==> config.mk <==
export PLATFORM = sky130hd
export DESIGN_NAME = tsa_clock_gate
export DESIGN_NICKNAME = d
export VERILOG_FILES = /design/src/rtl/tsa_clock_gate_pkg.sv /design/src/rtl/tsa_clock_gate_ctrl.sv /design/src/rtl/tsa_clock_gate_datapath.sv /design/src/rtl/tsa_clock_gate.sv
export SDC_FILE = /design/constraint.sdc
export NUM_CORES = 1
export LEC_CHECK = 0
export BUFFER_PORTS_ARGS = -buffer_cell sky130_fd_sc_hd__buf_2
export CAP_MARGIN = 20
export CORE_UTILIZATION = 40
export CTS_BUF_LIST = sky130_fd_sc_hd__clkbuf_4 sky130_fd_sc_hd__clkbuf_8
export CTS_CLUSTER_SIZE = 25
export DETAILED_ROUTE_END_ITERATION = 10
export PLACE_DENSITY = 0.56
export SYNTH_ARGS = -nofsm -noshare
export SYNTH_HDL_FRONTEND = slang
export SYNTH_SLANG_ARGS = --single-unit
==> constraint.sdc <==
create_clock -name lineClk -period 2.3 [get_ports lineClk]
set_clock_uncertainty 0.1 [all_clocks]
set_input_delay 0.23 -clock lineClk [delete_from_list [all_inputs] [get_ports lineClk]]
set_output_delay 0.23 -clock lineClk [all_outputs]
set_load 0.005 [all_outputs]
==> src/rtl/tsa_clock_gate_pkg.sv <==
package tsa_clock_gate_pkg;

  // Strobes from control to datapath
  typedef struct packed {
    logic syncHit;   // frame sync seen at this edge
    logic muxMode;   // active mode: 1 = multiplexed
  } tsaCtrl_t;

endpackage

==> src/rtl/tsa_clock_gate_ctrl.sv <==
module tsa_clock_gate_ctrl
  import tsa_clock_gate_pkg::*;
#(
  parameter int SLOTS     = 32,
  parameter int SLOT_BITS = 8,
  localparam int SLOT_W   = $clog2(SLOTS),
  localparam int BIT_W    = $clog2(SLOT_BITS + 1)
) (
  input  logic              lineClk,
  input  logic              rst_n,
  input  logic              syncPin,
  input  logic              cfgWrite,
  input  logic              cfgMuxMode,
  input  logic [SLOT_W-1:0] cfgSlot,
  input  logic [BIT_W-1:0]  cfgBits,
  output tsaCtrl_t          strobes,
  output logic [SLOT_W-1:0] actSlot,
  output logic [BIT_W-1:0]  actBits
);

  localparam logic [BIT_W-1:0] FULL_BITS = BIT_W'(SLOT_BITS);

  logic              syncPrev;
  logic              syncHit;
  logic              shMux;
  logic [SLOT_W-1:0] shSlot;
  logic [BIT_W-1:0]  shBits;
  logic [BIT_W-1:0]  bitsClamped;
  logic              actMux;

  assign syncHit = syncPin & ~syncPrev;

  always_comb begin
    if (cfgBits == '0 || cfgBits > FULL_BITS) bitsClamped = FULL_BITS;
    else                                      bitsClamped = cfgBits;
  end

  // Shadow settings: written at any time
  always_ff @(posedge lineClk or negedge rst_n) begin
    if (!rst_n) begin
      shMux  <= 1'b0;
      shSlot <= '0;
      shBits <= FULL_BITS;
    end else if (cfgWrite) begin
      shMux  <= cfgMuxMode;
      shSlot <= cfgSlot;
      shBits <= bitsClamped;
    end
  end

  // Active settings: promoted only on frame sync
  always_ff @(posedge lineClk or negedge rst_n) begin
    if (!rst_n) begin
      syncPrev <= 1'b0;
      actMux   <= 1'b0;
      actSlot  <= '0;
      actBits  <= FULL_BITS;
    end else begin
      syncPrev <= syncPin;
      if (syncHit) begin
        actMux  <= shMux;
        actSlot <= shSlot;
        actBits <= shBits;
      end
    end
  end

  assign strobes.syncHit = syncHit;
  assign strobes.muxMode = actMux;

  // active bit count always within 1..SLOT_BITS
  p_bits_legal_r7: assert property (@(posedge lineClk) disable iff (!rst_n)
    (actBits != '0) && (actBits <= FULL_BITS));

  // active settings move only at a frame sync
  p_cfg_hold_r8: assert property (@(posedge lineClk) disable iff (!rst_n)
    !syncHit |=> $stable({actMux, actSlot, actBits}));

endmodule

==> src/rtl/tsa_clock_gate_datapath.sv <==
module tsa_clock_gate_datapath
  import tsa_clock_gate_pkg::*;
#(
  parameter int SLOTS      = 32,
  parameter int SLOT_BITS  = 8,
  localparam int SLOT_W    = $clog2(SLOTS),
  localparam int BIT_W     = $clog2(SLOT_BITS + 1),
  localparam int FRAME_LEN = SLOTS * SLOT_BITS,
  localparam int POS_W     = $clog2(FRAME_LEN),
  localparam int WIN_W     = POS_W + 1
) (
  input  logic              lineClk,
  input  logic              rst_n,
  input  logic              txClkPin,
  input  tsaCtrl_t          strobes,
  input  logic [SLOT_W-1:0] actSlot,
  input  logic [BIT_W-1:0]  actBits,
  output logic              chanRxClk,
  output logic              chanTxClk,
  output logic              chanClkEn
);

  localparam logic [POS_W-1:0] LAST_POS = POS_W'(FRAME_LEN - 1);

  logic [POS_W-1:0] bitPos;
  logic [WIN_W-1:0] winStart;
  logic [WIN_W-1:0] winEnd;
  logic [WIN_W-1:0] posWide;
  logic             inWindow;

  // Bit position within the TDM frame
  always_ff @(posedge lineClk or negedge rst_n) begin
    if (!rst_n)                  bitPos <= '0;
    else if (strobes.syncHit)    bitPos <= '0;
    else if (bitPos == LAST_POS) bitPos <= '0;
    else                         bitPos <= bitPos + 1'b1;
  end

  assign posWide  = {1'b0, bitPos};
  assign winStart = WIN_W'(actSlot) * WIN_W'(SLOT_BITS);
  assign winEnd   = winStart + WIN_W'(actBits);
  assign inWindow = (posWide >= winStart) && (posWide < winEnd);

  assign chanClkEn = strobes.muxMode ? inWindow : 1'b1;
  assign chanRxClk = lineClk;
  assign chanTxClk = strobes.muxMode ? lineClk : txClkPin;

  // Checker state: length of the current run of enabled bits
  logic [POS_W:0] enRun;
  always_ff @(posedge lineClk or negedge rst_n) begin
    if (!rst_n)                              enRun <= '0;
    else if (strobes.syncHit)                enRun <= '0;
    else if (strobes.muxMode && chanClkEn)   enRun <= enRun + 1'b1;
    else                                     enRun <= '0;
  end

  // a frame sync restarts the count at bit 0
  p_count_restart_r4: assert property (@(posedge lineClk) disable iff (!rst_n)
    strobes.syncHit |=> (bitPos == '0));

  // enable only inside the programmed slot
  p_en_in_slot_r5: assert property (@(posedge lineClk) disable iff (!rst_n)
    (strobes.muxMode && chanClkEn) |-> ((32'(bitPos) / SLOT_BITS) == 32'(actSlot)));

  // no run of enabled bits longer than the active bit count
  p_en_span_r6: assert property (@(posedge lineClk) disable iff (!rst_n)
    (strobes.muxMode && chanClkEn) |-> (32'(enRun) < 32'(actBits)));

endmodule

==> src/rtl/tsa_clock_gate.sv <==
module tsa_clock_gate
  import tsa_clock_gate_pkg::*;
#(
  parameter int SLOTS     = 32,
  parameter int SLOT_BITS = 8
) (
  input  logic                             lineClk,
  input  logic                             rst_n,
  input  logic                             txClkOrSync,
  input  logic                             cfgWrite,
  input  logic                             cfgMuxMode,
  input  logic [$clog2(SLOTS)-1:0]         cfgSlot,
  input  logic [$clog2(SLOT_BITS + 1)-1:0] cfgBits,
  output logic                             chanRxClk,
  output logic                             chanTxClk,
  output logic                             chanClkEn
);

  localparam int SLOT_W = $clog2(SLOTS);
  localparam int BIT_W  = $clog2(SLOT_BITS + 1);

  tsaCtrl_t          strobes;
  logic [SLOT_W-1:0] actSlot;
  logic [BIT_W-1:0]  actBits;

  tsa_clock_gate_ctrl #(.SLOTS(SLOTS), .SLOT_BITS(SLOT_BITS)) u_ctrl (
    .lineClk    (lineClk),
    .rst_n      (rst_n),
    .syncPin    (txClkOrSync),
    .cfgWrite   (cfgWrite),
    .cfgMuxMode (cfgMuxMode),
    .cfgSlot    (cfgSlot),
    .cfgBits    (cfgBits),
    .strobes    (strobes),
    .actSlot    (actSlot),
    .actBits    (actBits)
  );

  tsa_clock_gate_datapath #(.SLOTS(SLOTS), .SLOT_BITS(SLOT_BITS)) u_datapath (
    .lineClk   (lineClk),
    .rst_n     (rst_n),
    .txClkPin  (txClkOrSync),
    .strobes   (strobes),
    .actSlot   (actSlot),
    .actBits   (actBits),
    .chanRxClk (chanRxClk),
    .chanTxClk (chanTxClk),
    .chanClkEn (chanClkEn)
  );

endmodule

### After elaboration in Yosys (flattened, before gate mapping)

Cells that the tools add are included.

* word-level logic and storage cells: 24
* RAM bits: 0
* memories: 0
* flip-flop bits (word level): 29
* ROM bits: 0
* output and inout port bits: 3
* bits in latches: 0

* shift operators: 0
* bitwise logic cells: 2
* reductions and logical operators: 3
* $mul: 0
* eq/ne operators: 1
* div/mod/pow operators: 0
* $lt $le $gt $ge: 3
* muxes and demuxes: 5
* $add $sub $neg: 2

Operators by type and width (number)
* $mux 8: 2
* $add 8x4->9: 1
* $lt 8x9->1: 1
* $add 8x1->8 const B: 1
* $eq 8x8->1 const B: 1
* $ge 8x8->1: 1
* $gt 4x4->1 const B: 1
* $logic_not 4->1: 1
* $mux 4: 1
* $mux 1: 2
* $and 1x1->1: 1
* $logic_and 1x1->1: 1
* $logic_or 1x1->1: 1
* $not 1->1: 1

### Depth between registers and ports, before layout

* depth in word-level cells: 4
* mapped depth: 9
* depth with buffers taken out: 9

### By module

A second synthesis with hierarchy kept.

* cells, all modules: 138
* area, all modules: 1632.8 um2

Modules (own cells, without submodules)
* tsa_clock_gate_ctrl: area each 867.1 um2, times used 1, cells each 52, sequential area each 528.0 um2
* tsa_clock_gate_datapath: area each 765.7 um2, times used 1, cells each 86, sequential area each 200.2 um2

==> summary.txt <==
status - finished with violations
failing checks - setup timing
DP Worst Slack - -145 ps
largest net degree at the start of global routing - 30
Main synth FF type - dfrtp_1
final hold vios - 0
Tightest Hold Check Type - input port to flip-flop
max_cap viols - 0
Slew Limit Fails - 0
crit path DAT - 2360 ps
Power Density - 873 nW/um^2
Pleak - 0.920 nW
Setup Crit Path Kind - flip-flop to output pin
library cells used by synthesis - 29
layout cell share with drive strength beyond 1 - 27.2%
Syn Inst Count - 147
Vias - 1137
# diodes - 0
cell area after layout - 1970 sq um
crit-path max FO - 2
area of the mapped netlist - 1540 sq um
Area Growth Syn to Fin - 27.5%
Tightest Pin Transition - 651 ps
global-route wire length before repair - 5.11 mm
Max VDD drop - 0.678 mV
asr flop ratio synth - 100%
synth cell count leaders - dfrtp_1 (27), inv_1 (17), ha_1 (16)
slowest CP cell - dfstp_2
Initial DRT Pass Iterations - 4
Post-CTS Setup Bufs - 0
Routed Antenna Nets - 0
later-pin clock latency in the skew report - 380 ps
worst endpoint required time - 1970 ps
CTS tree - yes
syn_area_per_cell - 10.5 sq um
Post-DP Area - 1680 sq um
HPWL after DPL - 2.07 mm
worst path cell trace - ha_4 -> buf_4 -> nand3_1 -> xnor2_1 -> ha_1 -> o21ai_0 -> a21oi_1 -> o221ai_1 -> a2bb2oi_1 -> buf_2
Core Footprint - 3690 sq um
clock-pin transition on the worst setup and hold timing paths - 60 ps
grt ovf - 0
vias in the first global route - 1176
slowest stage delay, CP - 550 ps
row cnt - 22
largest area contributor in the netlist - dfrtp_1
Achievable Freq - 0.372 GHz
final worst slack - -389 ps
GRT Util Overall - 17.3%
GP Congestion - 0.751
drt total wl - 2.94 mm
final period utilization - 117%
chip height - 64.1 um
minimum clock period - 2690 ps
Vias/cell - 4.90
Setup violations, final - 1
Worst slew margin - 56.6%
drt initial violations - 51
Synth top area share - 43.8%
Synth area leaders - dfrtp_1 (44%), ha_1 (13%), mux2_2 (7.3%), o21ai_0 (4.2%), inv_1 (4.1%)
post-synthesis sequential area ratio - 47.2%
crit path capture type - output pin
antenna violations before repair - 0
die area - 4110 sq um
RSZ-0062 raised after global routing - yes
wire length per cell - 12.7 um
worst reg2reg setup slack - 840 ps
Post-synth EDFFs - 0
Port-buffer cells - 16
I/O Pins - 17
startpoint types - flip-flop
count leader, synth - dfrtp_1
Total Nets Final - 212
syn nets - 177
Initial Util - 41.8%
DRC violations left - 0
die width - 64.1 um
synth warn - 0
synthesized flop and latch total - 29
## kinds of logic (layout without fill, tap and decap cells)
kind of cell	after synthesis	after routing	synth area share (%)
AO/OA/AOI/OAI	25	25	9.98
adder cells (fa/ha/maj)	16	16	13.0
AND/OR/NAND/NOR	37	37	11.9
buffers and inverters	21	58	5.51
multiplexers	10	10	7.30
XOR/XNOR	9	9	5.11
flip-flops	29	29	47.2
## sequential cells by signal, indices dropped and copies added, names as in the netlist
signal and count:
u_ctrl.actBits 4, u_ctrl.actSlot 5, u_ctrl.syncPrev 1, u_ctrl.shSlot 5
u_ctrl.shMux 1, u_ctrl.actMux 1, u_datapath.bitPos 8, u_ctrl.shBits 4
## metrics by stage
step / TNS, ps / utilization [%] / total power [mW] / hold WS [ps] / cells
6_report: -389 / 53.3 / 1.72 / 17.6 / 232
5_1_grt: -574 / 53.3 / 1.83 / 23.2 / 232
4_1_cts: -401 / 53.2 / 1.74 / 12.6 / 232
3_5_place_dp: -145 / 45.7 / 1.03 / 198 / 210
3_3_place_gp: 0 / 45.7 / 1.02 / 189 / 210
2_1_floorplan: 0 / - / 0.925 / -166 / 147
## path summary, 6_finish.rpt
path                                                      from                              to  depth (start not counted)
min in group asynchronous                                rst_n  u_datapath.bitPos[0]$_DFF_PN0_                          2
max in group asynchronous                                rst_n   u_ctrl.actSlot[2]$_DFFE_PN0P_                          2
worst max register to register  u_datapath.bitPos[0]$_DFF_PN0_  u_datapath.bitPos[3]$_DFF_PN0_                          5
worst min register to register    u_ctrl.shSlot[3]$_DFFE_PN0P_   u_ctrl.actSlot[3]$_DFFE_PN0P_                          2
worst max-delay path             u_ctrl.actBits[3]$_DFFE_PN1P_                       chanClkEn                         10
worst min-delay path                                cfgBits[0]    u_ctrl.shBits[0]$_DFFE_PN0P_                          3
## where the power goes
group | switching, mW | total, mW | internal (mW)
combinational | 0.174 | 0.365 | 0.191
clock | 0.239 | 0.698 | 0.460
sequential | 0.0686 | 0.653 | 0.585
total | 0.481 | 1.72 | 1.24
## final cells by class
class | instances | area [sq um]
clock inverter | 1 | 5.00
timing repair buffer | 26 | 183
sequential | 29 | 728
fill | 354 | 1720
inverter | 17 | 63.8
tap | 48 | 60.1
clock buffer | 14 | 169
multi-input combinational | 97 | 758
## layout by cell type (no fill, tap or decap), types with 3 or more instances in the layout
cell type	n
ha_1	14
a21oi_1	3
nand3b_1	3
nand3_1	4
mux2_2	10
o21ai_0	12
xnor2_1	6
nor2_1	10
xor2_1	3
nand2_1	10
dlygate4sd3_1	9
inv_1	17
clkbuf_8	11
nor2b_1	4
buf_2	16
buf_4	3
dfrtp_1	27
## what timing repair did
item                                    4_1_cts  5_1_grt
pin swaps                                     1        0
hold endpoints to repair                     35        0
hold buffers                                  9        0
endpoints found under the setup margin        1        1
gates resized for setup                       5        1
## layer usage
layer,track usage (%),up-vias,wire length (um)
met5,0,-,0
met4,11.7,0,55
met3,8.04,8,85
met2,24.2,23,1360
met1,21.0,531,1440
li1,-,575,-
## worst max-delay path, delay by kind of cell (launching register included)
family | cells | cell delay [ps]
fa+ha+maj | 2 | 440
flops | 1 | 550
xor+xnor | 1 | 140
compound gates | 4 | 540
buf+inv | 2 | 240
simple gates | 1 | 80
(Power assumes the default switching activity.)
